$ cat src/rtl/irq_mask_pkg.sv
package irq_mask_pkg;
  localparam int MODE_W = 3;

  typedef enum logic [MODE_W-1:0] {
    MODE_APP = 3'b000,
    MODE_SUP = 3'b001,
    MODE_L0  = 3'b010,
    MODE_L1  = 3'b011,
    MODE_L2  = 3'b100,
    MODE_L3  = 3'b101,
    MODE_EXC = 3'b110,
    MODE_NMI = 3'b111
  } mode_e;
endpackage

$ cat src/rtl/irq_arbiter.sv
module irq_arbiter
  import irq_mask_pkg::*;
#(
  parameter int N_LVL = 4
) (
  input  logic [N_LVL-1:0] lvl_req_i,
  input  logic [N_LVL+1:0] mask_i,
  input  logic             exc_req_i,
  input  logic             nmi_act_i,
  input  logic             en_i,
  output logic             grant_o,
  output mode_e            grant_mode_o,
  output logic [N_LVL+1:0] set_mask_o,
  output logic             nmi_take_o
);
  localparam int MASK_W   = N_LVL + 2;
  localparam int GLOB_BIT = N_LVL + 1;
  localparam int EXC_BIT  = N_LVL;

  logic [N_LVL-1:0] lvl_ok;

  for (genvar g = 0; g < N_LVL; g++) begin : g_lvl
    assign lvl_ok[g] = lvl_req_i[g] & ~mask_i[g] & ~mask_i[GLOB_BIT];
  end

  // ascending scan: the highest eligible level overwrites lower ones
  always_comb begin
    grant_o      = 1'b0;
    grant_mode_o = MODE_SUP;
    set_mask_o   = '0;
    nmi_take_o   = 1'b0;
    for (int n = 0; n < N_LVL; n++) begin
      if (lvl_ok[n]) begin
        grant_o      = 1'b1;
        grant_mode_o = mode_e'(MODE_W'(2 + n));
        for (int b = 0; b < MASK_W; b++) set_mask_o[b] = (b <= n);
      end
    end
    if (exc_req_i && !mask_i[EXC_BIT]) begin
      grant_o      = 1'b1;
      grant_mode_o = MODE_EXC;
      set_mask_o   = '0;
      set_mask_o[GLOB_BIT] = 1'b1;
      set_mask_o[EXC_BIT]  = 1'b1;
    end
    if (nmi_act_i) begin
      grant_o      = 1'b1;
      grant_mode_o = MODE_NMI;
      set_mask_o   = '0;
      set_mask_o[GLOB_BIT] = 1'b1;
      set_mask_o[EXC_BIT]  = 1'b1;
      nmi_take_o   = 1'b1;
    end
    if (!en_i) begin
      grant_o    = 1'b0;
      set_mask_o = '0;
      nmi_take_o = 1'b0;
    end
  end
endmodule

$ cat src/rtl/mask_regs.sv
module mask_regs
  import irq_mask_pkg::*;
#(
  parameter int N_LVL = 4
) (
  input  logic             clk_i,
  input  logic             rst_ni,
  input  logic             grant_i,
  input  mode_e            grant_mode_i,
  input  logic [N_LVL+1:0] set_mask_i,
  input  logic             ret_i,
  input  logic             dbg_i,
  input  logic             trap_in_i,
  input  logic             trap_out_i,
  input  logic             sw_we_i,
  input  logic [N_LVL+1:0] sw_wdata_i,
  output logic [N_LVL+1:0] mask_o,
  output mode_e            mode_o
);
  localparam int MASK_W   = N_LVL + 2;
  localparam int GLOB_BIT = N_LVL + 1;
  localparam int EXC_BIT  = N_LVL;
  localparam logic [MASK_W-1:0] MASK_RST = MASK_W'(3) << N_LVL;

  logic [MASK_W-1:0] mask_q, shd_mask_q;
  mode_e             mode_q, shd_mode_q;

  // one action per cycle: return > accept > debug > trap in > trap out > software
  always_ff @(posedge clk_i or negedge rst_ni) begin
    if (!rst_ni) begin
      mask_q     <= MASK_RST;
      mode_q     <= MODE_SUP;
      shd_mask_q <= MASK_RST;
      shd_mode_q <= MODE_SUP;
    end else if (ret_i) begin
      mask_q <= shd_mask_q;
      mode_q <= shd_mode_q;
    end else if (grant_i) begin
      shd_mask_q <= mask_q;
      shd_mode_q <= mode_q;
      mask_q     <= mask_q | set_mask_i;
      mode_q     <= grant_mode_i;
    end else if (dbg_i) begin
      mask_q[GLOB_BIT] <= 1'b1;
      mask_q[EXC_BIT]  <= 1'b1;
    end else if (trap_in_i) begin
      mask_q[GLOB_BIT] <= 1'b1;
    end else if (trap_out_i) begin
      mask_q[GLOB_BIT] <= 1'b0;
    end else if (sw_we_i) begin
      mask_q <= sw_wdata_i;
    end
  end

  assign mask_o = mask_q;
  assign mode_o = mode_q;

  p_ret_restore_r10: assert property (@(posedge clk_i) disable iff (!rst_ni)
    ret_i |=> (mode_q == $past(shd_mode_q)) && (mask_q == $past(shd_mask_q)));

  p_trap_ret_r8: assert property (@(posedge clk_i) disable iff (!rst_ni)
    (trap_out_i && !ret_i && !grant_i && !dbg_i && !trap_in_i) |=> !mask_q[GLOB_BIT]);

  p_dbg_mode_r7: assert property (@(posedge clk_i) disable iff (!rst_ni)
    (dbg_i && !ret_i && !grant_i) |=> (mode_q == $past(mode_q)) && mask_q[EXC_BIT]);
endmodule

$ cat src/rtl/irq_mask_ctrl.sv
module irq_mask_ctrl
  import irq_mask_pkg::*;
#(
  parameter int N_LVL = 4
) (
  input  logic             clk_i,
  input  logic             rst_ni,
  input  logic [N_LVL-1:0] irq_req_i,
  input  logic             nmi_i,
  input  logic             exc_req_i,
  input  logic             dbg_enter_i,
  input  logic             trap_enter_i,
  input  logic             trap_ret_i,
  input  logic             evt_ret_i,
  input  logic             sw_we_i,
  input  logic [N_LVL+1:0] sw_wdata_i,
  output logic [N_LVL+1:0] sw_rdata_o,
  output logic [2:0]       mode_o,
  output logic             accept_o,
  output logic [2:0]       accept_mode_o
);
  localparam int GLOB_BIT = N_LVL + 1;
  localparam int EXC_BIT  = N_LVL;

  logic             nmi_q, nmi_pend_q, nmi_act, nmi_take;
  logic             grant;
  mode_e            grant_mode, mode;
  logic [N_LVL+1:0] set_mask, mask;

  // edge-detected NMI, held pending until taken
  assign nmi_act = nmi_pend_q | (nmi_i & ~nmi_q);

  always_ff @(posedge clk_i or negedge rst_ni) begin
    if (!rst_ni) begin
      nmi_q      <= 1'b0;
      nmi_pend_q <= 1'b0;
    end else begin
      nmi_q      <= nmi_i;
      nmi_pend_q <= nmi_act & ~nmi_take;
    end
  end

  irq_arbiter #(.N_LVL(N_LVL)) u_arb (
    .lvl_req_i    (irq_req_i),
    .mask_i       (mask),
    .exc_req_i    (exc_req_i),
    .nmi_act_i    (nmi_act),
    .en_i         (~evt_ret_i),
    .grant_o      (grant),
    .grant_mode_o (grant_mode),
    .set_mask_o   (set_mask),
    .nmi_take_o   (nmi_take)
  );

  mask_regs #(.N_LVL(N_LVL)) u_regs (
    .clk_i        (clk_i),
    .rst_ni       (rst_ni),
    .grant_i      (grant),
    .grant_mode_i (grant_mode),
    .set_mask_i   (set_mask),
    .ret_i        (evt_ret_i),
    .dbg_i        (dbg_enter_i),
    .trap_in_i    (trap_enter_i),
    .trap_out_i   (trap_ret_i),
    .sw_we_i      (sw_we_i),
    .sw_wdata_i   (sw_wdata_i),
    .mask_o       (mask),
    .mode_o       (mode)
  );

  assign sw_rdata_o    = mask;
  assign mode_o        = mode;
  assign accept_o      = grant;
  assign accept_mode_o = grant_mode;

  for (genvar g = 0; g < N_LVL; g++) begin : g_chk
    p_lvl_gate_r2: assert property (@(posedge clk_i) disable iff (!rst_ni)
      (accept_o && accept_mode_o == 3'(2 + g)) |-> (!mask[g] && !mask[GLOB_BIT]));
    p_cascade_r3: assert property (@(posedge clk_i) disable iff (!rst_ni)
      (accept_o && accept_mode_o == 3'(2 + g)) |=> ((&mask[g:0]) && mode_o == 3'(2 + g)));
  end

  p_nmi_edge_r5: assert property (@(posedge clk_i) disable iff (!rst_ni)
    (nmi_i && !nmi_q && !evt_ret_i) |-> (accept_o && accept_mode_o == 3'b111));

  p_exc_over_lvl_r4: assert property (@(posedge clk_i) disable iff (!rst_ni)
    (exc_req_i && !mask[EXC_BIT] && !nmi_act && !evt_ret_i) |-> (accept_o && accept_mode_o == 3'b110));
endmodule

$ cat config.mk
export PLATFORM = sky130hd
export DESIGN_NAME = irq_mask_ctrl
export DESIGN_NICKNAME = d
export VERILOG_FILES = /design/src/rtl/irq_mask_pkg.sv /design/src/rtl/irq_arbiter.sv /design/src/rtl/mask_regs.sv /design/src/rtl/irq_mask_ctrl.sv
export SDC_FILE = /design/constraint.sdc
export NUM_CORES = 1
export LEC_CHECK = 0
export CORE_MARGIN = 2
export CORE_UTILIZATION = 30
export CTS_BUF_LIST = sky130_fd_sc_hd__clkbuf_2 sky130_fd_sc_hd__clkbuf_4 sky130_fd_sc_hd__clkbuf_8
export CTS_CLUSTER_DIAMETER = 100
export CTS_CLUSTER_SIZE = 12
export DETAILED_ROUTE_END_ITERATION = 8
export SLEW_MARGIN = 10
export SYNTH_ARGS = -nofsm -noshare
export SYNTH_HDL_FRONTEND = slang
export SYNTH_SLANG_ARGS = --single-unit
$ cat constraint.sdc
create_clock -name clk_i -period 2.1 [get_ports clk_i]
set_input_delay 0.315 -clock clk_i [delete_from_list [all_inputs] [get_ports clk_i]]
set_output_delay 0.315 -clock clk_i [all_outputs]
set_load 0.005 [all_outputs]
# ---- After elaboration in Yosys (flattened, before gate mapping)
# Index checks and enable logic that the tools add are counted.
dict set report totals {
  word_cells 75
  input_bits 19
  output_inout_bits 13
  regBits 20
}
dict set report op_classes {
  mux 33
  eq_ne 5
  n_reduce_logical 9
  bitwise_logic 20
}
# cell count
set ops {}
lappend ops {{$mux 6} 6}
lappend ops {{$mux 3} 7}
lappend ops {{$mux 1} 12}
lappend ops {{$and 1x1->1} 10}
lappend ops {{$mux 5} 2}
lappend ops {{$ne 3x1->1 const B} 3}
lappend ops {{$mux 2} 4}
lappend ops {{$mux 4} 2}
lappend ops {{$ne 4x2->1 const B} 2}
lappend ops {{$not 1->1} 8}
lappend ops {{$or 6x6->6} 1}
lappend ops {{$reduce_bool 6->1} 1}
lappend ops {{$reduce_and 4->1} 1}
lappend ops {{$reduce_bool 4->1} 1}
lappend ops {{$reduce_and 3->1} 1}
lappend ops {{$reduce_bool 3->1} 1}
lappend ops {{$reduce_and 2->1} 1}
lappend ops {{$reduce_bool 2->1} 1}
lappend ops {{$logic_and 1x1->1} 1}
lappend ops {{$logic_not 1->1} 1}
lappend ops {{$or 1x1->1} 1}

# ---- Depth between registers and ports, before layout
dict set report logic_depth {
  word_depth 13
  depth_mapped 5
  ltp_nobuf 5
}

# ---- Modules after synthesis
# Synthesis repeated with hierarchy kept, for this count alone.
dict set report hier_totals {
  cells_unflattened 119
  hier_area_um2 1156.1
}
# mod instances seq_area_each_um2 cells_each area_per_inst_um2
set modules_own_cells {}
lappend modules_own_cells {mask_regs 1 457.9 85 880.8}
lappend modules_own_cells {irq_arbiter 1 0.0 27 191.4}
lappend modules_own_cells {irq_mask_ctrl 1 50.0 7 83.8}

# ---- Least setup slack after synthesis
# No wires, ideal clock.
dict set report synth_path {
  kind {reg2reg}
  start {register u_regs.mask_q[1], in the netlist u_regs.mask_o[1]}
  end {register u_regs.shd_mask_q[0]}
  t_required_ns 1.975
  path_buffers 0
  arrival_time_ns 1.560
  stages_incl_launch_ff 6
  path_slack_ns 0.415
  synth_period_minus_slack_ns 1.685
  setup_ns 0.125
  cell_sequence {dfrtp_1 > nand2b_1 > a41o_4 > and2_4 > nor2_8 > mux2_4}
}
dict set report synth_via {
  elab_chain_cells 10
}
# element line_no
set synth_lines {}
lappend synth_lines {{from (decl)} mask_regs.sv:25} ;# logic [MASK_W-1:0] mask_q, shd_mask_q;
lappend synth_lines {{from (signal assigned)} mask_regs.sv:36} ;# mask_q <= shd_mask_q;
lappend synth_lines {{from (signal assigned)} mask_regs.sv:41} ;# mask_q <= mask_q | set_mask_i;
lappend synth_lines {{from (signal assigned)} mask_regs.sv:51} ;# mask_q <= sw_wdata_i;
lappend synth_lines {{$not 1->1} irq_arbiter.sv:23} ;# assign lvl_ok[g] = lvl_req_i[g] & ~mask_i[g] & ~mask_i[GLOB_BIT];
lappend synth_lines {{$and 1x1->1 (2 in series)} irq_arbiter.sv:23}
lappend synth_lines {{$mux 1 (3 in series)} irq_arbiter.sv:33} ;# if (lvl_ok[n]) begin
lappend synth_lines {{$mux 1} irq_arbiter.sv:39} ;# if (exc_req_i && !mask_i[EXC_BIT]) begin
lappend synth_lines {{$mux 1} irq_arbiter.sv:46} ;# if (nmi_act_i) begin
lappend synth_lines {{$mux 1} irq_arbiter.sv:54} ;# if (!en_i) begin
lappend synth_lines {{via accept_o} irq_mask_ctrl.sv:19} ;# output logic accept_o,
lappend synth_lines {{$reduce_and 2->1 (no source line)} -}
lappend synth_lines {{to (signal assigned)} mask_regs.sv:39} ;# shd_mask_q <= mask_q;
lappend synth_lines {{to (decl)} mask_regs.sv:25}
# The timed path passes the listed nets, and every way through them passes these cells.
# A chain may end at the register's enable or synchronous reset.

# ---- Worst setup path after layout
dict set report layout_path {
  start {input port irq_req_i[0]}
  end {output port accept_o}
}
dict set report layout_via {
  elab_chain_cells 9
}
# element line_no
set layout_lines {}
lappend layout_lines {{from (decl)} irq_mask_ctrl.sv:8} ;# input logic [N_LVL-1:0] irq_req_i,
lappend layout_lines {{$and 1x1->1 (2 in series)} irq_arbiter.sv:23}
lappend layout_lines {{$mux 1 (4 in series)} irq_arbiter.sv:33}
lappend layout_lines {{$mux 1} irq_arbiter.sv:39}
lappend layout_lines {{$mux 1} irq_arbiter.sv:46}
lappend layout_lines {{$mux 1} irq_arbiter.sv:54}
lappend layout_lines {{to (decl)} irq_mask_ctrl.sv:19}
# No other way between the ends.

==> flow_summary.ini <==
[outcome]
outcome = finished, final reports clean

[synth]
ys_types = 38
yosysWarnings = 0
ys_seq_area_share_pct = 44.1
ys.flop_type = dfrtp_1
synth_cells = 107
ys_seq_elements = 20
netlist_area_sq_um = 1150
synth_edf_count = 0
syn-mean-instance-area_sq_um = 10.8
synth_nets = 126
async_reset_ff_share_pct = 100

[global_route]
grt.met2_usage_pct = 24.9
grtUsageMet1_pct = 21.9
grt_use_met3_pct = 3.07
grt_max_degree = 21
overflow = 0
antenna_found_initial = 0
grt_pass1_wl_um = 5330
grt_pass1_vias = 1102
grt.total_usage_pct = 16.1
busiest_layer = met2

[timing]
slew_headroom_pct = 70.6
slew_viol_final = 0
worst_pin_slew_ps = 436
skew_ps = 2.07
hold_viol_final = 0
timing.final.setup_violations = 0
timing.hold.ws_ps = 394
fmax_mhz = 491
layout_setup_ws_ps = 64.5
final.period_utilization_pct = 96.9
post-route-min-period_ps = 2040

[min_path]
hp-class = primary input to asynchronous set/reset pin

[placement]
pre_cts_ws_ps = -163
post-place-cells = 201
port_buffers = 31
post-dp-hpwl_um = 2290
place.gp.congestion = 0.860

[finish]
area_growth_pct = 58.2
fin_nets = 191
drive_gt1_share_pct = 37.4
mostFrequentLayoutCell = buf_4
utilization_pct = 49.4
layout_common_cells = buf_4 (32), clkdlybuf4s50_1 (26), dfrtp_1 (14), nor2_1 (12), mux2_4 (9)
finalNonFillerCells = 219
antennaDiodeCount = 0

[floorplanning]
die_w_um = 66.0
die_h_um = 66.0
initial_core_util_pct = 31.2
num_rows = 22
ios = 32
coreArea_sq_um = 3690
dieArea_sq_um = 4350

[clock_tree]
cts_sinks = 20
clk_path_buf_depth = 2
numCtsBuffers = 3
cts_tree = done
htree_num_levels = 1
clk_pin_slew_ps = 70
clk_latency_ps = 250
cts_hold_buf = 0
root_buffer = clkbuf_8

[power_and_ir_drop]
power.internal_mw = 1.33
switchingPower_uw = 584
p_per_area_nw_per_um2 = 1050
switching_share_pct = 30.6
clock_power_share_pct = 14.1
comb_power_share_pct = 49.8
p_seq_share_pct = 36.1
totalPowerFinal_mw = 1.91
irDropWorstVdd_v = 0.000599
p_leak_nw = 0.823

[detailed_routing]
drt-total-wl_um = 3130
vias = 1097
drt_iter0_drc = 15
ant_nets = 0
drt_pass1_iterations = 4
viasPerCell = 5.01
drc = 0
wl_per_cell_um = 14.3

[worst_setup_path]
crit_type = primary input to output port
cp_max_fo = 4
critPathRequiredTime_ps = 1780
cp.arrival_ps = 1720
start_kind = primary input
crit_path_end_kind = output port

[job]
cap_violations = 0
power by group through the flow:
stage	clock network, mW	registers, mW	logic [mW]
after floorplan	0	0.672	0.453
after global placement	0	0.696	0.813
after detailed placement	0	0.702	0.820
after CTS	0.274	0.686	0.929
after global routing	0.300	0.715	1.03
final	0.269	0.690	0.951
per-layer routing:
layer	wire length, um	share of wire [%]
met4	68	2.2
met1	1460	47
met2	1450	46
met3	148	4.7
met5	0	0
sequential cells by signal, summed over array words and instances, names as in the netlist:
| name | flops |
|---|---|
| u_regs.mask_o | 6 |
| u_regs.shd_mask_q | 6 |
| nmi_q | 1 |
| u_regs.mode_o | 3 |
| u_regs.shd_mode_q | 3 |
| nmi_pend_q | 1 |
final timing paths:
check,from,end,slack (ps),depth (start not counted)
min reg2reg,u_regs.shd_mask_q[4]$_DFFE_PN1P_,u_regs.mask_o[4]$_DFFE_PN1P_,490,2
min in group clk_i,u_regs.shd_mask_q[4]$_DFFE_PN1P_,u_regs.mask_o[4]$_DFFE_PN1P_,490,2
max reg2reg,u_regs.mask_o[1]$_DFFE_PN0P_,u_regs.mode_o[0]$_DFFE_PN1N_,170,11
max,irq_req_i[0],accept_o,60,7
max in group asynchronous,rst_ni,u_regs.mask_o[5]$_DFFE_PN1P_,1440,2
min,rst_ni,u_regs.mode_o[1]$_DFFE_PN0N_,390,2
metrics by stage:
step / TNS, ps / area, sq um
detailed placement: -562 / 1640
floorplan: 0 / 1150
CTS: 0 / 1790
global placement: -678 / 1640
finish: 0 / 1820
global route: -3.84 / 1820
critical path, cell delays in order:
cell and delay [ps]:
clkdlybuf4s50_1 500, nand2b_4 80, buf_4 140, a41o_4 200
and2_4 180, nor2_8 70, dlygate4sd2_1 230
logic make-up after synthesis:
kind of cell | share of synthesized area [%]
buf+inv | 3.69
simple gates | 18.4
compound gates | 21.3
mux | 12.6
flops | 44.1
Yosys cell counts (all sizes together), types with 2 or more instances:
cell      n  area share [%]
a31oi     3             1.6
a211oi    2             1.3
nor2     13             5.6
a21o      2             1.4
a21oi     6             2.6
nand2     5             1.6
nor2b     2             1.1
o21ai     9             3.9
nand2b    5             4.0
o31ai     2             1.3
mux2      9              12
dfstp     6              14
nand3     2            0.87
buf       2             1.4
a2bb2oi   2             1.5
inv       6             2.0
dfrtp    14              30
cell type report:
cell class | instances | area [sq um]
well taps | 48 | 60.1
multi-input cells | 78 | 636
clock buffers | 4 | 48.8
fillers | 356 | 1870
inverters | 6 | 22.5
repair buffers | 63 | 548
flip-flops and latches | 20 | 508
what timing repair did:
action                     CTS  global route
gates resized for setup      8             6
pin swaps                    2             0
buffers inserted            14             0
setup endpoints to repair    4             3
(Power assumes the default switching activity.)
